**src/rtl/pwm_grp_pkg.sv**
```systemverilog
package pwm_grp_pkg;

    typedef enum logic [1:0] {
        ST_OFF,
        ST_IDLE,
        ST_RUN
    } grp_state_e;

    typedef enum logic [1:0] {
        SL_HELD,
        SL_ON,
        SL_OFF
    } sl_state_e;

    localparam int A_UNIT   = 0;
    localparam int A_CLKSEL = 1;
    localparam int A_RUN    = 2;
    localparam int A_OUTCFG = 3;
    localparam int A_PERIOD = 4;
    localparam int A_DUTY0  = 5;

endpackage

```
**src/rtl/pwm_grp_regs.sv**
```systemverilog
module pwm_grp_regs
    import pwm_grp_pkg::*;
#(
    parameter int NOUT   = 2,
    parameter int DW     = 16,
    parameter int ADDR_W = 4
) (
    input  logic                      clk,
    input  logic                      rst_n,
    input  logic                      wr_en,
    input  logic [ADDR_W-1:0]         wr_addr,
    input  logic [DW-1:0]             wr_data,
    output logic                      unit_en,
    output logic                      clk_sel,
    output logic                      run,
    output logic [DW-1:0]             period,
    output logic [NOUT-1:0][DW-1:0]   duty,
    output logic [NOUT-1:0]           mode,
    output logic [NOUT-1:0]           pol,
    output logic [NOUT-1:0]           oen,
    output logic                      cfg_wr,
    output logic [NOUT-1:0]           def_new
);

    localparam int CFG_W = 4 * NOUT;

    logic              accept;
    logic [CFG_W-1:0]  cfg_q;

    assign accept  = wr_en && (unit_en || (wr_addr == ADDR_W'(A_UNIT)));
    assign cfg_wr  = accept && (wr_addr == ADDR_W'(A_OUTCFG));
    assign def_new = wr_data[3*NOUT-1:2*NOUT];

    assign mode = cfg_q[NOUT-1:0];
    assign pol  = cfg_q[2*NOUT-1:NOUT];
    assign oen  = cfg_q[4*NOUT-1:3*NOUT];

    always_ff @(posedge clk or negedge rst_n) begin
        if (!rst_n) begin
            unit_en <= 1'b0;
            clk_sel <= 1'b0;
            run     <= 1'b0;
            period  <= '0;
            cfg_q   <= '0;
        end else if (accept) begin
            if (wr_addr == ADDR_W'(A_UNIT)) begin
                unit_en <= wr_data[0];
                if (!wr_data[0]) begin
                    run <= 1'b0;
                end
            end
            if (wr_addr == ADDR_W'(A_CLKSEL)) begin
                clk_sel <= wr_data[0];
            end
            if (wr_addr == ADDR_W'(A_RUN)) begin
                run <= wr_data[0];
            end
            if (wr_addr == ADDR_W'(A_OUTCFG)) begin
                cfg_q <= wr_data[CFG_W-1:0];
            end
            if (wr_addr == ADDR_W'(A_PERIOD)) begin
                period <= wr_data;
            end
        end
    end

    for (genvar gi = 0; gi < NOUT; gi++) begin : g_duty
        always_ff @(posedge clk or negedge rst_n) begin
            if (!rst_n) begin
                duty[gi] <= '0;
            end else if (accept && (wr_addr == ADDR_W'(A_DUTY0 + gi))) begin
                duty[gi] <= wr_data;
            end
        end
    end

endmodule

```
**src/rtl/pwm_grp_prescale.sv**
```systemverilog
module pwm_grp_prescale #(
    parameter int SHIFT_A = 0,
    parameter int SHIFT_B = 2
) (
    input  logic clk,
    input  logic rst_n,
    input  logic unit_en,
    input  logic clk_sel,
    output logic tick
);

    localparam int SHMAX = (SHIFT_A > SHIFT_B) ? SHIFT_A : SHIFT_B;
    localparam int DIVW  = SHMAX + 1;

    logic [DIVW-1:0] div_q;
    logic [1:0]      tap;

    always_ff @(posedge clk or negedge rst_n) begin
        if (!rst_n) begin
            div_q <= '0;
        end else if (!unit_en) begin
            div_q <= '0;
        end else begin
            div_q <= div_q + 1'b1;
        end
    end

    for (genvar gt = 0; gt < 2; gt++) begin : g_tap
        localparam int SH = (gt == 0) ? SHIFT_A : SHIFT_B;
        localparam logic [DIVW-1:0] MSK = DIVW'((1 << SH) - 1);
        assign tap[gt] = ((div_q & MSK) == MSK);
    end

    assign tick = unit_en && tap[clk_sel];

endmodule

```
**src/rtl/pwm_grp_master.sv**
```systemverilog
module pwm_grp_master
    import pwm_grp_pkg::*;
#(
    parameter int DW = 16
) (
    input  logic          clk,
    input  logic          rst_n,
    input  logic          unit_en,
    input  logic          run,
    input  logic          tick,
    input  logic [DW-1:0] period,
    output grp_state_e    state,
    output logic          start,
    output logic          step,
    output logic [DW-1:0] cnt,
    output logic [DW-1:0] lat_per
);

    grp_state_e state_d;
    logic       go;

    assign go = unit_en && run && tick;

    // state register
    always_ff @(posedge clk or negedge rst_n) begin
        if (!rst_n) begin
            state <= ST_OFF;
        end else begin
            state <= state_d;
        end
    end

    // next state
    always_comb begin
        state_d = state;
        unique case (state)
            ST_OFF: begin
                if (unit_en) state_d = ST_IDLE;
            end
            ST_IDLE: begin
                if (!unit_en)   state_d = ST_OFF;
                else if (start) state_d = ST_RUN;
            end
            ST_RUN: begin
                if (!unit_en)   state_d = ST_OFF;
                else if (!run)  state_d = ST_IDLE;
            end
            default: state_d = ST_OFF;
        endcase
    end

    // outputs: start pulse at the wrap, step on every other tick
    always_comb begin
        start = 1'b0;
        step  = 1'b0;
        unique case (state)
            ST_OFF: begin
                start = 1'b0;
            end
            ST_IDLE: begin
                start = go;
            end
            ST_RUN: begin
                start = go && (cnt == '0);
                step  = go && (cnt != '0);
            end
            default: begin
                start = 1'b0;
            end
        endcase
    end

    always_ff @(posedge clk or negedge rst_n) begin
        if (!rst_n) begin
            cnt     <= '0;
            lat_per <= '0;
        end else if (start) begin
            cnt     <= period;
            lat_per <= period;
        end else if (step) begin
            cnt     <= cnt - 1'b1;
        end
    end

endmodule

```
**src/rtl/pwm_grp_slave.sv**
```systemverilog
module pwm_grp_slave
    import pwm_grp_pkg::*;
#(
    parameter int DW = 16
) (
    input  logic          clk,
    input  logic          rst_n,
    input  logic          start,
    input  logic          step,
    input  logic          grp_run,
    input  logic          mode,
    input  logic          pol,
    input  logic [DW-1:0] duty,
    input  logic          cfg_wr,
    input  logic          def_new,
    output logic          lvl
);

    sl_state_e sl_q;
    sl_state_e sl_d;
    logic [DW-1:0] rem;
    logic act;
    logic more;

    assign act  = ~pol;
    assign more = (rem > DW'(1));

    // state register
    always_ff @(posedge clk or negedge rst_n) begin
        if (!rst_n) begin
            sl_q <= SL_HELD;
        end else begin
            sl_q <= sl_d;
        end
    end

    // next state
    always_comb begin
        sl_d = sl_q;
        if (start && mode) begin
            sl_d = (duty != '0) ? SL_ON : SL_OFF;
        end else if (!grp_run || !mode) begin
            sl_d = SL_HELD;
        end else if (step) begin
            unique case (sl_q)
                SL_HELD: sl_d = SL_HELD;
                SL_ON:   sl_d = more ? SL_ON : SL_OFF;
                SL_OFF:  sl_d = SL_OFF;
                default: sl_d = SL_HELD;
            endcase
        end
    end

    // remaining active ticks
    always_ff @(posedge clk or negedge rst_n) begin
        if (!rst_n) begin
            rem <= '0;
        end else if (start && mode) begin
            rem <= duty;
        end else if (step && (rem != '0)) begin
            rem <= rem - 1'b1;
        end
    end

    // output level
    always_ff @(posedge clk or negedge rst_n) begin
        if (!rst_n) begin
            lvl <= 1'b0;
        end else if (start && mode) begin
            lvl <= (duty != '0) ? act : ~act;
        end else if (step && mode) begin
            lvl <= ((sl_q == SL_ON) && more) ? act : ~act;
        end else if (cfg_wr && !grp_run) begin
            lvl <= def_new;
        end
    end

endmodule

```
**src/rtl/pwm_group.sv**
```systemverilog
module pwm_group
    import pwm_grp_pkg::*;
#(
    parameter int NOUT    = 2,
    parameter int DW      = 16,
    parameter int ADDR_W  = 4,
    parameter int SHIFT_A = 0,
    parameter int SHIFT_B = 2
) (
    input  logic              clk,
    input  logic              rst_n,
    input  logic              wr_en,
    input  logic [ADDR_W-1:0] wr_addr,
    input  logic [DW-1:0]     wr_data,
    output logic [NOUT-1:0]   pwm_out,
    output logic [NOUT-1:0]   pwm_hiz
);

    logic                    unit_en;
    logic                    clk_sel;
    logic                    run;
    logic [DW-1:0]           period;
    logic [NOUT-1:0][DW-1:0] duty;
    logic [NOUT-1:0]         mode;
    logic [NOUT-1:0]         pol;
    logic [NOUT-1:0]         oen;
    logic                    cfg_wr;
    logic [NOUT-1:0]         def_new;
    logic                    tick;
    grp_state_e              st;
    logic                    mst_start;
    logic                    mst_step;
    logic [DW-1:0]           mst_cnt;
    logic [DW-1:0]           mst_per;
    logic                    grp_run;

    pwm_grp_regs #(.NOUT(NOUT), .DW(DW), .ADDR_W(ADDR_W)) u_regs (
        .clk     (clk),
        .rst_n   (rst_n),
        .wr_en   (wr_en),
        .wr_addr (wr_addr),
        .wr_data (wr_data),
        .unit_en (unit_en),
        .clk_sel (clk_sel),
        .run     (run),
        .period  (period),
        .duty    (duty),
        .mode    (mode),
        .pol     (pol),
        .oen     (oen),
        .cfg_wr  (cfg_wr),
        .def_new (def_new)
    );

    pwm_grp_prescale #(.SHIFT_A(SHIFT_A), .SHIFT_B(SHIFT_B)) u_psc (
        .clk     (clk),
        .rst_n   (rst_n),
        .unit_en (unit_en),
        .clk_sel (clk_sel),
        .tick    (tick)
    );

    pwm_grp_master #(.DW(DW)) u_mst (
        .clk     (clk),
        .rst_n   (rst_n),
        .unit_en (unit_en),
        .run     (run),
        .tick    (tick),
        .period  (period),
        .state   (st),
        .start   (mst_start),
        .step    (mst_step),
        .cnt     (mst_cnt),
        .lat_per (mst_per)
    );

    assign grp_run = (st == ST_RUN);

    for (genvar gs = 0; gs < NOUT; gs++) begin : g_slave
        pwm_grp_slave #(.DW(DW)) u_slv (
            .clk     (clk),
            .rst_n   (rst_n),
            .start   (mst_start),
            .step    (mst_step),
            .grp_run (grp_run),
            .mode    (mode[gs]),
            .pol     (pol[gs]),
            .duty    (duty[gs]),
            .cfg_wr  (cfg_wr),
            .def_new (def_new[gs]),
            .lvl     (pwm_out[gs])
        );
    end

    assign pwm_hiz = ~oen;

endmodule

```
**config.mk**
```make
export PLATFORM = sky130hd
export DESIGN_NAME = pwm_group
export DESIGN_NICKNAME = d
export VERILOG_FILES = /design/src/rtl/pwm_grp_pkg.sv /design/src/rtl/pwm_grp_regs.sv /design/src/rtl/pwm_grp_prescale.sv /design/src/rtl/pwm_grp_master.sv /design/src/rtl/pwm_grp_slave.sv /design/src/rtl/pwm_group.sv
export SDC_FILE = /design/constraint.sdc
export NUM_CORES = 1
export LEC_CHECK = 0
export BUFFER_PORTS_ARGS = -buffer_cell sky130_fd_sc_hd__buf_2
export CORE_AREA = 10 10 121 123
export DETAILED_ROUTE_END_ITERATION = 16
export DIE_AREA = 0 0 131 133
export GPL_ROUTABILITY_DRIVEN = 0
export PLACE_DENSITY = 0.63
export SYNTH_ARGS = -nofsm -noshare
export SYNTH_HDL_FRONTEND = slang
export SYNTH_SLANG_ARGS = --single-unit
export TNS_END_PERCENT = 100
```
**constraint.sdc**
```tcl
create_clock -name clk -period 2.7 [get_ports clk]
set_input_delay 0 -clock clk [delete_from_list [all_inputs] [get_ports clk]]
set_output_delay 0 -clock clk [all_outputs]
set_load 0.01 [all_outputs]
```
==> flow_summary.json, run 1 <==
{
  "dieArea_sq_um": 17400,
  "hold_path_class": "input pin to async pin",
  "synth_edf_count": 0,
  "multi_input_area_sq_um": 2920,
  "ys.flop_type": "dfrtp_1",
  "place_inst": 744,
  "cts.htree.levels": 4,
  "final_hold_viol_count": 0,
  "rsz0062_at_grt": "false",
  "use_met3": 0.0519,
  "synth_top_family_by_area": "simple AND/OR/NAND/NOR gates",
  "start_kind": "flip-flop",
  "via_count": 4397,
  "area_growth_pct": 19.4,
  "powerDensity_nw_per_um2": 986,
  "synth-compound-area-share": 0.0782,
  "grt_first_pass_wirelength_mm": 22.9,
  "syn-cell-area_sq_um": 5990,
  "skew_ns": 0.0104,
  "path_cells": "inv_1 > ha_1 > and4bb_2 > nand4_2 > a21oi_2 > nand2_1 > nor2_1 > a21oi_1",
  "floorplan.initialDensity": 0.484,
  "clockBufferDepth": 2,
  "regArea_sq_um": 2880,
  "postRouteWirelength_mm": 14.1,
  "port-buffer-count": 26,
  "synth_cell_types": 62,
  "synth_top_area_share": 0.481,
  "relSlewSlack": 0.482,
  "crit_type": "flip-flop to flip-flop",
  "worst-path-buf-inv": 1,
  "final_cell_mix": "dfrtp_1 (115), mux2_2 (56), nand2_1 (49)",
  "vdd_ir_drop_max_mv": 0.492,
  "synthSimpleGateAreaFrac": 0.201,
  "synth.mux.area_fraction": 0.107,
  "antenna_found_initial": 0,
  "yosys.area_share.adder": 0.0334,
  "yosysTopAreaCell": "dfrtp_1",
  "finish.utilization": 0.578,
  "clock_latency_ns": 0.43,
  "synthesis.area_per_instance_sq_um": 10.8,
  "power.leakage_nw": 3.17,
  "min_period_ns": 2.42,
  "setup_viol": 0,
  "cap_violations": 0,
  "final_common_cell": "dfrtp_1",
  "via_per_inst": 5.52,
  "ctsResizeCount": 0,
  "core_area_sq_um": 12400,
  "grt_max_degree": 76,
  "antenna_cells": 0,
  "tns_ns": 0,
  "finalMaxSlewViolations": 0,
  "ys_warn_count": 0,
  "grt_overflow_total": 0,
  "max_stage_delay_ns": 0.41,
  "cts_buffers": 17,
  "critPathTopFamily": "simple AND/OR/NAND/NOR gates",
  "post_cts_buffers": 0,
  "grtUsageTotal": 0.171,
  "dp.final_hpwl_mm": 10.1,
  "crit_arrival_ns": 2.70,
  "synth-xor-area-share": 0.0673,
  "met2_usage": 0.278,
  "outcome": "completed",
  "clockRootBuffer": "clkbuf_16",
  "drive_gt1_frac": 0.243,
  "worstSetupEndpointType": "flip-flop",
  "top_usage_layer": "met2",
  "synthTopCellsByArea": "dfrtp_1 (48%), mux2_2 (11%), xor2_1 (4.1%), ha_1 (3.3%), nand2_1 (3.1%)",
  "row_count": 41,
  "fin_crit_sh": 0.895,
  "synth_nets": 595,
  "cp_max_fo": 12,
  "dieHeight_um": 133,
  "fill_cells": 1047,
  "cp.required_ns": 2.99,
  "ys_ff_latch": 115,
  "ys_async_sr_fraction": 1.00,
  "grt_use_met1": 0.211,
  "yosysSeqAreaShare": 0.481,
  "drtPass1Iterations": 5,
  "grt_pass1_vias": 4369,
  "fin_cells": 797,
  "cts.clk_slew.worst_paths_ns": 0.05,
  "power_mw": 7.04,
  "worstMarginPinSlew_ns": 0.776,
  "wl_per_cell_um": 17.7,
  "cts_sinks": 115,
  "drc": 0,
  "fin_nets": 651,
  "fmax_mhz": 414,
  "ant_nets": 0,
  "drtIter0Drc": 280,
  "fin_area_sq_um": 7150,
  "io_pins": 27,
  "critical_path.slowest_cell": "dfrtp_1",
  "syn_inst": 556,
  "die_width_um": 131,
  "place_area_sq_um": 6310,
  "cts_tree": "yes"
}
-- logic make-up (layout without fill, tap and decap cells) --
group / after synthesis / count (layout)
simple gates: 202 / 202
compound gates: 80 / 80
flops: 115 / 115
xor+xnor: 46 / 46
buf+inv: 40 / 109
mux: 57 / 57
fa+ha+maj: 16 / 16
-- what timing repair did --
action | in CTS | in global routing
hold buffers | 21 | 0
endpoints found under the hold margin | 97 | 0
endpoints found under the setup margin | 0 | 0
-- final timing paths --
kind,from,endpoint,slack (ns),cells after the start
worst max-delay path,u_mst.state[0],g_slave[0].u_slv.rem[5],0.28,8
worst max register to register,u_mst.state[0],g_slave[0].u_slv.rem[5],0.28,8
min in group clk,wr_addr[0],u_regs.clk_sel,0.14,4
worst min-delay path,rst_n,u_regs.duty[17],0.11,2
worst min register to register,u_psc.div_q[0],u_psc.div_q[0],0.45,1
max in group asynchronous,rst_n,u_mst.cnt[7],1.78,3
-- cells in the mapped netlist (2+ instances only) --
library cell,number
dfrtp_1,115
mux2_2,56
nand2_1,49
nor2_1,46
a21oi_1,28
xor2_1,28
inv_1,18
xnor2_1,18
ha_1,16
nor4_1,16
o21ai_0,15
o21ai_1,15
buf_2,12
nand4_1,12
nor3_1,10
or3_1,8
nand3_1,7
clkbuf_1,5
nand4b_1,5
nor2b_1,5
nor4_2,5
and2_1,4
nand2b_1,4
nor4_4,4
a31oi_1,3
buf_4,3
nand3b_1,3
o31ai_1,3
a21o_1,2
and4_1,2
buf_6,2
nand4_2,2
nor3b_1,2
nor3b_2,2
nor4b_1,2
o21a_1,2
or4_4,2
-- report_power, final --
part	switching [mW]	internal (mW)	total [mW]	leakage, nW
combinational	1.06	0.895	1.95	1.34
sequential	0.530	2.22	2.75	1.51
clock	0.783	1.56	2.34	0.311
total	2.37	4.67	7.04	3.17
-- state kept, by name, summed over array words and instances (netlist names) --
signal              cells
g_slave.u_slv.rem      32
u_mst.cnt              16
u_regs.run              1
u_regs.cfg_q            6
u_psc.div_q             2
u_mst.state             2
u_regs.clk_sel          1
u_regs.period          16
g_slave.u_slv.sl_q      4
u_regs.duty            32
u_regs.unit_en          1
g_slave.u_slv.lvl       2
-- per-stage QoR --
| stage | hold WS [ns] | setup slack [ns] |
|---|---|---|
| floorplan | -0.296 | 0.665 |
| global placement | 0.0173 | 0.411 |
| detailed placement | 0.0266 | 0.305 |
| CTS | 0.126 | 0.289 |
| global route | 0.154 | 0.0510 |
| finish | 0.114 | 0.284 |
-- final cells by class --
class | count | share of cell area
well taps | 172 | 0.0301
repair buffers | 59 | 0.0623
clock inverters | 10 | 0.0179
multi-input cells | 401 | 0.408
clock buffers | 22 | 0.0692
inverters | 18 | 0.00946
flip-flops and latches | 115 | 0.403
-- routing by layer --
| layer | wire length, um | vias up |
|---|---|---|
| li1 | - | 2092 |
| met1 | 6220 | 2209 |
| met3 | 571 | 16 |
| met2 | 7130 | 80 |
| met4 | 155 | 0 |
| met5 | 0 | - |
Power figures use the tool's default switching activity.
==> run 2, diff against run 1 <==
--- a/config.mk
+++ b/config.mk
@@ -5,12 +5,13 @@
 export SDC_FILE = /design/constraint.sdc
 export NUM_CORES = 1
 export LEC_CHECK = 0
-export BUFFER_PORTS_ARGS = -buffer_cell sky130_fd_sc_hd__buf_2
+export BUFFER_PORTS_ARGS = -buffer_cell sky130_fd_sc_hd__buf_4
 export CORE_AREA = 10 10 121 123
 export DETAILED_ROUTE_END_ITERATION = 16
 export DIE_AREA = 0 0 131 133
 export GPL_ROUTABILITY_DRIVEN = 0
 export PLACE_DENSITY = 0.63
+export REMOVE_ABC_BUFFERS = 1
 export SYNTH_ARGS = -nofsm -noshare
 export SYNTH_HDL_FRONTEND = slang
 export SYNTH_SLANG_ARGS = --single-unit
==> run 2 against run 1 <==
Non-clock buffer count up 2. Clock skew fell by 0.0029 ns. Wire length down 0.31%. Core utilization grew 0.59 points. Combinational power up 3%. Power up 0.23%. Register-to-register slack got worse by 0.03 ns. Sequential share of layout area is 0.40 points lower. Critical endpoint is now u_mst.cnt[8].
==> flow_summary.json, run 2 (same netlist as run 1, synthesis figures left out) <==
{
  "outcome": "completed",
  "cap_violations": 0,
  "grtUsageTotal": 0.174,
  "die_width_um": 131,
  "clock_latency_ns": 0.42,
  "dieHeight_um": 133,
  "cts.htree.levels": 4,
  "cts.clk_slew.worst_paths_ns": 0.06,
  "rsz0062_at_grt": "false",
  "antenna_cells": 0,
  "worstSetupEndpointType": "flip-flop",
  "cp.required_ns": 2.99,
  "wl_met1_mm": 6.24,
  "reg.largest.list": "g_slave.u_slv.rem (32), u_regs.duty (32)",
  "fin_crit_sh": 0.904,
  "io_pins": 27,
  "drive_gt1_frac": 0.241,
  "grt_overflow_total": 0,
  "cp_max_fo": 10,
  "final_hold_viol_count": 0,
  "setup_slack_ns": 0.258,
  "postRouteWirelength_mm": 14.0,
  "dp.final_hpwl_mm": 9.99,
  "wl_per_cell_um": 17.6,
  "drtIter0Drc": 307,
  "skew_ns": 0.00753,
  "hold_path_class": "input pin to flip-flop",
  "worstMarginPinSlew_ns": 0.754,
  "powerDensity_nw_per_um2": 978,
  "grt_pass1_vias": 4547,
  "cts_tree": "yes",
  "vdd_ir_drop_max_mv": 0.612,
  "drtPass1Iterations": 4,
  "dieArea_sq_um": 17400,
  "multi_input_area_sq_um": 2920,
  "fin_nets": 653,
  "via_count": 4352,
  "power_mw": 7.06,
  "start_kind": "flip-flop",
  "crit_type": "flip-flop to flip-flop",
  "min_period_ns": 2.44,
  "clockRootBuffer": "clkbuf_16",
  "floorplan.initialDensity": 0.484,
  "highest_layer": "met4",
  "row_count": 41,
  "finalMaxSlewViolations": 0,
  "port-buffer-count": 26,
  "cts_sinks": 115,
  "regArea_sq_um": 2880,
  "power.leakage_nw": 3.18,
  "post-place-ws_ns": 0.286,
  "grt_max_degree": 57,
  "area_growth_pct": 20.6,
  "crit_arrival_ns": 2.73,
  "wl_met2_mm": 7.00,
  "place_inst": 745,
  "ctsResizeCount": 0,
  "final_cell_mix": "dfrtp_1 (115), mux2_2 (56), nand2_1 (49)",
  "core_area_sq_um": 12400,
  "cts_buffers": 17,
  "clockBufferDepth": 2,
  "fill_cells": 1081,
  "fmax_mhz": 410,
  "setup_viol": 0,
  "relSlewSlack": 0.497,
  "final_common_cell": "dfrtp_1",
  "antenna_found_initial": 0,
  "fin_cells": 799,
  "wl_met3_um": 595,
  "via_per_inst": 5.45,
  "drc": 0,
  "ant_nets": 0,
  "grt_first_pass_wirelength_mm": 23.6
}
[run 2: changes by cell type in the layout (fill, tap and decap cells not counted)]
cell           previous run  this run
clkinv_4                  0         1
dlygate4sd3_1            21        22
clkinv_2                  6         4
buf_2                    25         0
clkbuf_8                  5         4
buf_4                    12        38
clkbuf_1                  0         2
[run 2: final timing paths]
kind                           startpoint                       to  slack (ns)  cells past startpoint
setup reg to reg           u_mst.state[0]             u_mst.cnt[8]        0.26                      7
hold reg to reg            u_psc.div_q[0]           u_psc.div_q[0]        0.43                      1
setup / recovery           u_mst.state[0]             u_mst.cnt[8]        0.26                      7
min in group asynchronous           rst_n  g_slave[1].u_slv.rem[6]        0.13                      3
hold / removal                 wr_addr[0]           u_regs.unit_en        0.12                      4
max in group asynchronous           rst_n         u_regs.period[7]        1.51                      3
[run 2: repair_timing]
item / CTS / global route
hold buffers: 22 / 0
setup buffers: 0 / 0
setup endpoints to repair: 0 / 0
hold endpoints to repair: 172 / 0
[run 2: layout make-up]
cell class / count / area share
multi-input cells: 401 / 0.404
repair buffers: 61 / 0.0728
flip-flops and latches: 115 / 0.399
clock inverters: 9 / 0.0175
inverters: 18 / 0.00936
clock buffers: 23 / 0.0676
well taps: 172 / 0.0298
[run 2: critical path, cell delays in order (launching register included)]
cell	delay (ns)
dfrtp_1	0.41
inv_1	0.10
ha_1	0.40
nand4_2	0.29
or2_1	0.44
nor4_1	0.41
xnor2_1	0.18
o21ai_1	0.08
[run 2: through the flow]
step	util	TNS, ns	hold WS (ns)	instance area, sq um
2_1_floorplan	-	-4.11	-0.296	5860
3_3_place_gp	0.516	0	-0.119	6380
3_5_place_dp	0.516	0	-0.117	6380
4_1_cts	0.584	0	0.0990	7220
5_1_grt	0.584	0	0.135	7220
6_report	0.584	0	0.119	7220
[run 2: layer usage]
metal / up-vias / GRT usage
met4: 0 / 0.0519
met2: 61 / 0.278
met3: 23 / 0.0523
met5: - / 0
met1: 2177 / 0.222
li1: 2091 / -
[run 2: report_power, final]
part	switching, mW	leakage [nW]	internal (mW)	total, mW
registers	0.514	1.51	2.22	2.73
logic	1.07	1.37	0.926	2.00
clock network	0.786	0.303	1.54	2.33
